==> config.mk <==
export PLATFORM = sky130hd
export DESIGN_NAME = tristate_pfd
export DESIGN_NICKNAME = d
export VERILOG_FILES = /design/src/rtl/pfd_pkg.sv /design/src/rtl/pfd_edge_sync.sv /design/src/rtl/pfd_state_mem.sv /design/src/rtl/pfd_pin_drive.sv /design/src/rtl/tristate_pfd.sv
export SDC_FILE = /design/constraint.sdc
export NUM_CORES = 1
export LEC_CHECK = 0
export BUFFER_PORTS_ARGS = -buffer_cell sky130_fd_sc_hd__buf_2
export CAP_MARGIN = 10
export CORE_AREA = 8 8 45 47
export CTS_CLUSTER_DIAMETER = 120
export CTS_CLUSTER_SIZE = 20
export DETAILED_ROUTE_END_ITERATION = 7
export DIE_AREA = 0 0 53 55
export RECOVER_POWER = 25
export SYNTH_ARGS = -nofsm -noshare
export SYNTH_HDL_FRONTEND = slang
export SYNTH_HIERARCHICAL = 1
export SYNTH_SLANG_ARGS = --single-unit
==> constraint.sdc <==
create_clock -name clk -period 1.1 [get_ports clk]
set_input_delay 0.22 -clock clk [delete_from_list [all_inputs] [get_ports clk]]
set_output_delay 0.22 -clock clk [all_outputs]
set_load 0.02 [all_outputs]
==> src/rtl/pfd_pkg.sv <==
package pfd_pkg;

    // Request memory state: floating, charge request, discharge request
    typedef enum logic [1:0] {
        PFD_IDLE      = 2'b00,
        PFD_CHARGE    = 2'b01,
        PFD_DISCHARGE = 2'b10
    } pfd_state_e;

    // Rising edges recognised in one clock cycle
    typedef struct packed {
        logic rise_ref;
        logic rise_fb;
    } pfd_edges_t;

    // Output pin bundle
    typedef struct packed {
        logic oe;
        logic val;
        logic lock;
    } pfd_pins_t;

    localparam int PFD_NUM_INPUTS = 2;
    localparam int PFD_IDX_REF    = 0;
    localparam int PFD_IDX_FB     = 1;

    // Next request state from current state and this cycle's edges
    function automatic pfd_state_e pfd_next(input pfd_state_e cur, input pfd_edges_t e);
        pfd_state_e nxt;
        nxt = cur;
        case (cur)
            PFD_IDLE: begin
                if (e.rise_ref && !e.rise_fb)      nxt = PFD_CHARGE;
                else if (e.rise_fb && !e.rise_ref) nxt = PFD_DISCHARGE;
                else                               nxt = PFD_IDLE;
            end
            PFD_CHARGE:    nxt = e.rise_fb  ? PFD_IDLE : PFD_CHARGE;
            PFD_DISCHARGE: nxt = e.rise_ref ? PFD_IDLE : PFD_DISCHARGE;
            default:       nxt = PFD_IDLE;
        endcase
        return nxt;
    endfunction

    // Pin values for a state
    function automatic pfd_pins_t pfd_pins_of(input pfd_state_e s);
        pfd_pins_t p;
        p.oe   = (s == PFD_CHARGE) || (s == PFD_DISCHARGE);
        p.val  = (s == PFD_CHARGE);
        p.lock = !p.oe;
        return p;
    endfunction

endpackage

==> src/rtl/pfd_edge_sync.sv <==
module pfd_edge_sync #(
    parameter int STAGES = 2
) (
    input  logic clk,
    input  logic rst,
    input  logic async_in,
    output logic rise
);
    localparam int LAST = STAGES - 1;

    logic [STAGES-1:0] chain;
    logic              held;

    always_ff @(posedge clk) begin
        if (rst) begin
            chain <= '0;
            held  <= 1'b0;
        end else begin
            chain[0] <= async_in;
            for (int i = 1; i < STAGES; i++) begin
                chain[i] <= chain[i-1];
            end
            held <= chain[LAST];
        end
    end

    assign rise = chain[LAST] & ~held;
endmodule

==> src/rtl/pfd_state_mem.sv <==
module pfd_state_mem
    import pfd_pkg::*;
(
    input  logic       clk,
    input  logic       rst,
    input  pfd_edges_t edges,
    output pfd_state_e state
);
    always_ff @(posedge clk) begin
        if (rst) state <= PFD_IDLE;
        else     state <= pfd_next(state, edges);
    end
endmodule

==> src/rtl/pfd_pin_drive.sv <==
module pfd_pin_drive
    import pfd_pkg::*;
(
    input  pfd_state_e state,
    output pfd_pins_t  pins
);
    always_comb pins = pfd_pins_of(state);
endmodule

==> src/rtl/tristate_pfd.sv <==
module tristate_pfd
    import pfd_pkg::*;
#(
    parameter int SYNC_STAGES = 2
) (
    input  logic clk,
    input  logic rst,
    input  logic ref_in,
    input  logic fb_in,
    output logic corr_val,
    output logic corr_oe,
    output logic lock_pulse
);
    logic [PFD_NUM_INPUTS-1:0] raw_in;
    logic [PFD_NUM_INPUTS-1:0] rise_vec;
    pfd_edges_t                edges;
    pfd_state_e                st;
    pfd_pins_t                 pins;

    assign raw_in[PFD_IDX_REF] = ref_in;
    assign raw_in[PFD_IDX_FB]  = fb_in;

    for (genvar g = 0; g < PFD_NUM_INPUTS; g++) begin : g_sync
        pfd_edge_sync #(.STAGES(SYNC_STAGES)) u_sync (
            .clk      (clk),
            .rst      (rst),
            .async_in (raw_in[g]),
            .rise     (rise_vec[g])
        );
    end

    assign edges.rise_ref = rise_vec[PFD_IDX_REF];
    assign edges.rise_fb  = rise_vec[PFD_IDX_FB];

    pfd_state_mem u_mem (
        .clk   (clk),
        .rst   (rst),
        .edges (edges),
        .state (st)
    );

    pfd_pin_drive u_drive (
        .state (st),
        .pins  (pins)
    );

    assign corr_oe    = pins.oe;
    assign corr_val   = pins.val;
    assign lock_pulse = pins.lock;
endmodule

==> impl_results.md, run 1 <==
- Core ar.: 1380 µm²
- Crit-path cells: inv_2 -> ha_4 -> inv_2 -> buf_6
- Failing checks: negative setup slack
- Synthesized area: ~260 µm²
- Placed inst area: around 310 µm²
- Pre-CTS setup slack: between 40 and 50 ps
- Area contributors post-synth: dfxtp_1 63%, nor2b_1 15%, nor2b_2 6.9%
- CTS tree: built
- Worst hold start: ref_in
- Avg Inst Size Synth: approximately 11 µm²
- CTS sink cnt: 8
- Final setup vio count: 3
- Grt ovf: 0
- Overall Power: 0.594 mW
- Share of cells above drive strength 1: 48.5%
- # rows: 14
- Root Buffer: clkbuf_4
- Antenna viol nets, final: 0
- Worst reg-to-reg path cell count: 2
- Setup Skew: around 0.43 ps
- WP data required: 880 ps
- PD cells: ~1600 nW/µm²
- Final min period: around 1200 ps
- Hold Fails Final Rpt: 0
- Worst slew pin tran: between 300 and 400 ps
- #FFs+latches synth: 8
- Number of fill cells: roughly 140
- Drt first pass iters: 2
- FMAX: roughly 800 MHz
- Die Footprint: 2920 µm²
- Sequential area share after synthesis: 62.7%
- Die height: between 50 and 60 µm
- Tcrit/Tclk final: 113%
- Peak supply drop: approximately 700 µV
- Max Cap Viol: 0
- Status: finished, violations left
- Crit path largest cell delay: 330 ps
- Worst skew pair latency: roughly 250 ps
- Placed instance count: between 40 and 50
- R2r setup slk: roughly 310 ps
- CP top delay family: flip-flops
- Inserted Diodes: 0
- Mapped Cells: 23
- Synth-to-Final Area Change: 42.6%
- Largest net degree at the start of global routing: 9
- Setup tns final: -292 ps
- Number of global-route vias before repair: between 150 and 200
- Post-route setup slack: -147 ps
- Final Non-Filler Cells: 49
- Io pins: 7
- Vias per Instance: roughly 3.7
- Unrepaired setup endpoints after global routing: yes
- Mean routed wirelength per cell: around 8.2 µm
- CTS Buf Count: 3
- Clk buf depth: 2
- Clock-pin slew on the worst setup and hold paths: around 50 ps
- Cell taking the most area after synthesis: dfxtp_1
- Yosys top cell area share: 62.7%
- Max_slew headroom: about 80%
- Hold endpoint: g_sync[0].u_sync/chain[0]
- Setup crit end kind: output pin
- Hold path depth: 2
- Syn nets: 28
- LEAKAGE: ~0.15 nW
- Worst reg2reg path startpoint: u_mem/state[1]
- Crit-path slowest cell: dfxtp_2
- Via count: 180
- Final nets: 40
- Starting Density: between 10% and 20%
- Most frequent cells in the layout: 6 x nor2b_1, 6 x dfxtp_1, 3 x clkbuf_4
- Gr usage total: approximately 4%
- Hold crit path type: primary input to register
- Final wirelength: between 400 and 500 µm
- First-pass GRT wire length: around 780 µm
- Worst path arrival time: approximately 1000 ps
- Worst Path Max Fanout: 2
- Most common cell on crit path: inv_2
- Setup CP Type: register to output pin
- PortBufs: 6
- Yosys warnings: 6
- DRC marker count from the first detailed-route iteration: 1
- CTS H-tree lvls: 1
- DR DRC count: 0
- Routability congestion estimate: roughly 0.63
- Startpoint Class: register
- Library cells used by synthesis: 7
- Reg2Reg Capture Point: u_mem/state[0]
- Die Wd: ~53 µm
- Finished Cell Area: around 360 µm²
- Initial antenna violation count: 0
- Pins Over Slew Limit: 0
- WP buf/inv: 3
-- stage by stage --
step	hold slack (ps)	util (%)
floorplan	292	-
global placement	417	22.6
detailed placement	427	22.6
CTS	168	26.4
global route	187	26.3
finish	177	26.3
-- cells by family after synthesis --
family,share of synthesized area (%)
buffers and inverters,2.94
AND/OR/NAND/NOR,29.4
flip-flops,62.7
adder cells (fa/ha/maj),4.90
-- layout make-up --
class / count / area, µm² / area share, %
clock buffer: 3 / 22.5 / 6.19
inverter: 2 / 7.51 / 2.06
multi-input combinational: 13 / 100 / 27.5
sequential: 8 / 163 / 44.7
tap: 16 / 20.0 / 5.50
timing repair buffer: 7 / 51.3 / 14.1
-- worst reg2reg max path, delay by kind of cell (launching register included) --
| family | cells | cell delay, ps |
|---|---|---|
| AND/OR/NAND/NOR | 1 | 250 |
| flip-flops | 1 | 320 |
| buffers and inverters | 1 | 130 |
-- metal layers --
layer / GRT usage [%] / wire [µm] / up-vias / part of all wire [%]
met5: 0 / 0 / - / 0
met4: 3.88 / 0 / 0 / 0
met3: 4.01 / 51 / 0 / 13
li1: - / - / 95 / -
met2: 4.30 / 142 / 9 / 35
met1: 4.13 / 208 / 76 / 52
-- Yosys cell counts --
| cell type | n |
|---|---|
| dfxtp_1 | 8 |
| nor2b_1 | 6 |
| inv_1 | 2 |
| nor2_1 | 2 |
| nor2b_2 | 2 |
| nor4_1 | 2 |
| ha_1 | 1 |
-- how the worst max path moves through the flow --
stage,cells past startpoint,slack (ps),startpoint,endpoint
after CTS,4,-150,u_mem/state[1],corr_oe
after detailed placement,4,50,u_mem/state[1],corr_oe
final,4,-150,u_mem/state[1],corr_oe
after global placement,4,60,u_mem/state[1],corr_oe
after floorplan,3,20,u_mem/state[1],corr_oe
after global routing,4,-200,u_mem/state[1],corr_oe
-- state kept, by name (all words and copies together) (netlist names) --
register,cells
g_sync.u_sync/held,2
g_sync.u_sync/chain,4
u_mem/state,2
-- what timing repair did --
action                                  4_1_cts  5_1_grt
pin swaps                                     1        0
resized for setup                             9        0
endpoints found under the setup margin        3        3
hold buffers                                  0        0
buffers inserted                              0        0
gates cloned                                  0        0
-- report_power, final --
part           switching (mW)  internal (mW)
Clock                  0.0971          0.125
Combinational          0.0301         0.0338
Sequential            0.00555          0.303
Total                   0.133          0.462
(Power assumes the default switching activity.)
==> run 2: changes to the inputs <==
- clock period: 1.1 -> 1.58 ns (I/O delays scaled with it)
==> run 2 against run 1 <==
The run now ends clean; sequential power fell by 31%; first-iteration DRC count rose to 3.0 times the previous value; count of clock-buffer cells in the layout did not move; combinational power fell by 49%; via count fell by 6.7%; non-clock buffer count fell by 1; setup slack improved by 300 ps; routed wire length fell by 11%; sequential share of layout area rose by 4.4 points; clock skew rose by 0.94 ps; sequential cell count did not move; total power fell by 34%; critical endpoint unchanged; largest cell class unchanged.
==> impl_results.md, run 2 (synthesis results as in run 1) <==
- Status: finished, final reports clean
- Setup CP Type: register to output pin
- CTS sink cnt: 8 (unchanged)
- Peak supply drop: 662 µV (-3.2%)
- Worst skew pair latency: 240 ps (about the same)
- Final nets: 39 (-2.5%)
- Core ar.: 1380 µm² (unchanged)
- Root Buffer: clkbuf_4
- Number of fill cells: 153 (+7.7%)
- Hold crit path type: primary input to register
- Clk buf depth: 2 (unchanged)
- Drt first pass iters: 2 (unchanged)
- WP data required: 1260 ps (+380 ps)
- Final setup vio count: 0 (-3)
- Max FFs per register: 4 (unchanged)
- Top sig layer: met3
- Tcrit/Tclk final: about nine tenths
- Max_slew headroom: 77.5% (-1.4 points)
- Die Footprint: 2920 µm² (unchanged)
- First-pass GRT wire length: 593 µm (-24%)
- Die height: 55 µm (unchanged)
- Most frequent cells in the layout: 8 x dfxtp_1, 6 x nor2b_1, 5 x buf_2
- Mean routed wirelength per cell: 7.48 µm (-8.8%)
- Final wirelength: 359 µm (-11%)
- Final min period: around 1400 ps
- Hold Fails Final Rpt: 0 (unchanged)
- Die Wd: 53 µm (unchanged)
- Post-CTS setup buffers: 0 (unchanged)
- Antenna viol nets, final: 0 (unchanged)
- Unrepaired setup endpoints after global routing: no
- Setup tns final: 0 ps (+292 ps)
- Number of global-route vias before repair: 160 (-16%)
- Startpoint Class: register
- Commonest non-fill, non-tap cell in the layout: dfxtp_1
- Max Cap Viol: 0 (unchanged)
- Biggest regs: g_sync.u_sync/chain (4), g_sync.u_sync/held (2), u_mem/state (2)
- Io pins: 7 (unchanged)
- Wire length on met3: 44 µm (-14%)
- CTS H-tree lvls: 1 (unchanged)
- Pins Over Slew Limit: 0 (unchanged)
- PD cells: 1200 nW/µm² (-26%)
- Starting Density: 18.4% (unchanged)
- Clock-pin slew on the worst setup and hold paths: 50 ps (about the same)
- Synth-to-Final Area Change: 27.9%
- Setup crit end kind: output pin
- CTS Buf Count: 3 (unchanged)
- Register bank with the most flops: g_sync.u_sync/chain
- LEAKAGE: 0.144 nW (-5.4%)
- Setup Skew: 1.37 ps (+0.939 ps)
- Hold buffer count at cts: 0 (unchanged)
- Gr usage total: 3.17% (-0.83 points)
- Worst slew pin tran: 337 ps (+21.2 ps)
- Worst path arrival time: 1110 ps (+80 ps)
- Met2 WL: 119 µm (-16%)
- Share of cells above drive strength 1: 31.3% (-17 points)
- DR DRC count: 0 (unchanged)
- # rows: 14 (unchanged)
- Inserted Diodes: 0 (unchanged)
- Crit-path cells: inv_1 -> ha_1 -> inv_1 -> buf_2
- Post-layout util: 23.6% (-2.7 points)
- Vias per Instance: 3.50 (-4.7%)
- Via count: 168 (-6.7%)
- WL met1: 194 µm (-6.7%)
- Post-CTS resize count: 0 (-9)
- DRC marker count from the first detailed-route iteration: 3 (+2)
- Crit path largest cell delay: 340 ps (about the same)
- PortBufs: 6 (unchanged)
- Initial antenna violation count: 0 (unchanged)
- Crit-path slowest cell: dfxtp_1
- FMAX: ~700 MHz
- Largest net degree at the start of global routing: 9 (unchanged)
- Worst Path Max Fanout: 3 (+1)
- Grt ovf: 0 (unchanged)
- Routability congestion estimate: 0.621 (-0.86%)
- CTS tree: built
- Most common cell on crit path: inv_1
-- run 2: changes by cell type in the layout (fill, tap and decap cells not counted), sizes merged --
cell  change
buf       -1
-- run 2: per-layer routing --
layer  track usage (%)  vias to the layer above
li1                  -                       91
met1              2.90                       70
met2              3.32                        7
met3              4.28                        0
met4              2.59                        0
met5                 0                        -
-- run 2: stage by stage --
step	std cells	hold slack, ps	setup WS, ps	total power [mW]	instance area [µm²]
after floorplan	23	388	361	0.239	255
after global placement	45	417	426	0.251	305
after detailed placement	45	424	412	0.251	305
after CTS	48	271	135	0.402	328
after global routing	48	267	50.0	0.420	327
final	48	279	149	0.393	327
-- run 2: final cells by class --
| type | count | area, µm² | share of cell area (%) |
|---|---|---|---|
| Clock buffer | 3 | 22.5 | 6.90 |
| Inverter | 2 | 7.51 | 2.30 |
| Multi-Input combinational cell | 13 | 87.6 | 26.8 |
| Sequential cell | 8 | 160 | 49.0 |
| Tap cell | 16 | 20.0 | 6.13 |
| Timing Repair Buffer | 6 | 28.8 | 8.81 |
-- run 2: final timing paths --
kind	from	end	slack, ps	cells after the start
setup / recovery	u_mem/state[1]	corr_oe	150	4
hold / removal	fb_in	g_sync[1].u_sync/chain[0]	280	2
setup reg to reg	g_sync[1].u_sync/chain[1]	u_mem/state[0]	820	2
hold reg to reg	g_sync[0].u_sync/chain[0]	g_sync[0].u_sync/chain[1]	430	1
-- run 2: worst max-delay path, delay by kind of cell (launching register included) --
family,cells,cell delay (ps)
adders and majority gates,1,280
buffers and inverters,3,250
DFF,1,340
-- run 2: power breakdown --
part           leakage (nW)  total (mW)  internal, mW  switching (mW)
registers            0.0657       0.214         0.211         0.00328
clock network        0.0138       0.147        0.0863          0.0606
logic                0.0643      0.0324        0.0140          0.0185
total                 0.144       0.393         0.311          0.0823
==> run 3: changes to the inputs <==
- GPL_TIMING_DRIVEN: default -> 0
==> run 3 against run 2 <==
Cell count stayed put; register-to-register slack worse by 40 ps; via count is 1.2% higher; largest cell class unchanged; sequential share of layout area stayed put; cell area stayed put; sequential cell count stayed put; fmax is 1.3% lower; clock power is 5% higher; combinational power hardly changed; critical path depth stayed put; routed wire length is 10% higher.
==> impl_results.md, run 3 (synthesis results as in run 1) <==
- Pins Over Slew Limit: 0 (unchanged)
- Reg power frac: 53.4% (-1.0 points)
- CP endpoint: corr_oe
- Post-route setup slack: 131 ps (-18.2 ps)
- Grt ovf: 0 (unchanged)
- WP data required: 1260 ps (about the same)
- PortBufs: 6 (unchanged)
- Worst path arrival time: 1130 ps (+20 ps)
- Final nets: 39 (unchanged)
- # rows: 14 (unchanged)
- Gr busiest metal: met3
- First-pass GRT wire length: 669 µm (+13%)
- Worst Path Max Fanout: 3 (unchanged)
- Most frequent cells in the layout: 8 x dfxtp_1, 6 x nor2b_1, 5 x buf_2
- Setup tns final: 0 ps (unchanged)
- Max Cap Viol: 0 (unchanged)
- Core ar.: 1380 µm² (unchanged)
- Peak supply drop: 557 µV (-16%)
- Commonest non-fill, non-tap cell in the layout: dfxtp_1
- Mean routed wirelength per cell: 8.25 µm (+10%)
- Worst slew pin tran: 315 ps (-22.3 ps)
- Post-CTS setup buffers: 0 (unchanged)
- Final setup vio count: 0 (unchanged)
- Gr usage total: 3.45% (+0.28 points)
- Pre-CTS setup slack: 403 ps (-9.24 ps)
- PD cells: 1230 nW/µm² (+2.0%)
- Worst reg2reg path startpoint: g_sync[1].u_sync/chain[1]
- Worst reg-to-reg path cell count: 2 (unchanged)
- Vias per Instance: 3.54 (+1.2%)
- Clk buf depth: 2 (unchanged)
- Reg2Reg Capture Point: u_mem/state[0]
- Met3 Use GR: 4.01% (-0.27 points)
- Setup Skew: 1.87 ps (+0.504 ps)
- Clock-pin slew on the worst setup and hold paths: 50 ps (about the same)
- Hold crit path type: primary input to register
- Crit path from: u_mem/state[1]
- CTS H-tree lvls: 1 (unchanged)
- CTS Buf Count: 3 (unchanged)
- Tcrit/Tclk final: 91.7% (+1.2 points)
- Hold Fails Final Rpt: 0 (unchanged)
- Max FFs per register: 4 (unchanged)
- Number of global-route vias before repair: 169 (+5.6%)
- Setup crit end kind: output pin
- R2r setup slk: 780 ps (-40 ps)
- Int Power: 0.311 mW (about the same)
- NetSw: 0.0897 mW (+9.0%)
- Final min period: 1450 ps (+18.2 ps)
- Worst skew pair latency: 250 ps (about the same)
- Clk pwr share: 38.6% (+1.3 points)
- Unrepaired setup endpoints after global routing: no
- Overall Power: 0.401 mW (+2.0%)
- CTS sink cnt: 8 (unchanged)
- Biggest regs: g_sync.u_sync/chain (4), g_sync.u_sync/held (2), u_mem/state (2)
- Final wirelength: 396 µm (+10%)
- Met2 usage: 3.52% (+0.20 points)
- Post-CTS resize count: 0 (unchanged)
- Initial antenna violation count: 0 (unchanged)
- CTS tree: built
- Starting Density: 18.4% (unchanged)
- Die Footprint: 2920 µm² (unchanged)
- FMAX: 690 MHz (-1.3%)
- Register bank with the most flops: g_sync.u_sync/chain
- Via count: 170 (+1.2%)
- Share of cells above drive strength 1: 31.3% (unchanged)
- DRC marker count from the first detailed-route iteration: 0 (-3)
- Largest net degree at the start of global routing: 9 (unchanged)
- Inserted Diodes: 0 (unchanged)
- Max_slew headroom: 79.0% (+1.5 points)
- Die Wd: 53 µm (unchanged)
- Status: finished, final reports clean
- Antenna viol nets, final: 0 (unchanged)
- Met1 Track Usage GR: 3.67% (+0.77 points)
- Startpoint Class: register
- Root Buffer: clkbuf_4
- Die height: 55 µm (unchanged)
- Routability congestion estimate: 0.608 (-2.2%)
- Setup CP Type: register to output pin
- Gate power share: 8.1% (about the same)
- DR DRC count: 0 (unchanged)
- Dpl hpwl: between 200 and 300 µm
- LEAKAGE: 0.144 nW (unchanged)
- Switching portion of total power: 22.4% (+1.4 points)
- Synth-to-Final Area Change: 27.9% (unchanged)
- Io pins: 7 (unchanged)
- Drt first pass iters: 1 (-1)
- Hold buffer count at cts: 0 (unchanged)
## run 3: cell counts in the layout (fill, tap and decap cells not counted)
No cell type changed its count.
## run 3: worst min-delay path by stage
stage                                          from                   endpoint  slack [ps]  cells after the start
final                                        ref_in  g_sync[0].u_sync/chain[0]         270                      2
after global placement    g_sync[0].u_sync/chain[0]  g_sync[0].u_sync/chain[1]         420                      1
after global routing                         ref_in  g_sync[0].u_sync/chain[0]         280                      2
after floorplan                                 rst  g_sync[0].u_sync/chain[0]         390                      1
after CTS                                     fb_in  g_sync[1].u_sync/chain[0]         270                      2
after detailed placement  g_sync[1].u_sync/chain[0]  g_sync[1].u_sync/chain[1]         430                      1
## run 3: critical path: stages, from the launching register on
cell     delay [ps]
dfxtp_1         350
inv_1            50
ha_1            280
inv_1            50
buf_2           150
## run 3: power groups by stage
stage / clock network [mW] / registers [mW] / logic [mW]
4_1_cts: 0.159 / 0.214 / 0.0334
6_report: 0.155 / 0.214 / 0.0323
5_1_grt: 0.178 / 0.214 / 0.0361
3_5_place_dp: 0 / 0.218 / 0.0333
2_1_floorplan: 0 / 0.217 / 0.0218
3_3_place_gp: 0 / 0.218 / 0.0322
## run 3: area by class of cell
type | instances | area, µm²
Timing Repair Buffer | 6 | 28.8
Clock buffer | 3 | 22.5
Fill cell | 144 | 1060
Multi-Input combinational cell | 13 | 87.6
Sequential cell | 8 | 160
Tap cell | 16 | 20.0
Inverter | 2 | 7.51
## run 3: routing by layer
metal	wire length, µm	share of wire [%]
met1	211	53
met4	0	0
met5	0	0
met3	61	15
met2	122	31
## run 3: through the flow
| step | cell area [µm²] | hold WS [ps] | utilization, % | cells |
|---|---|---|---|---|
| global placement | 305 | 417 | 22.1 | 45 |
| finish | 327 | 273 | 23.6 | 48 |
| global route | 327 | 280 | 23.6 | 48 |
| CTS | 328 | 270 | 23.7 | 48 |
| detailed placement | 305 | 428 | 22.1 | 45 |
| floorplan | 255 | 388 | - | 23 |
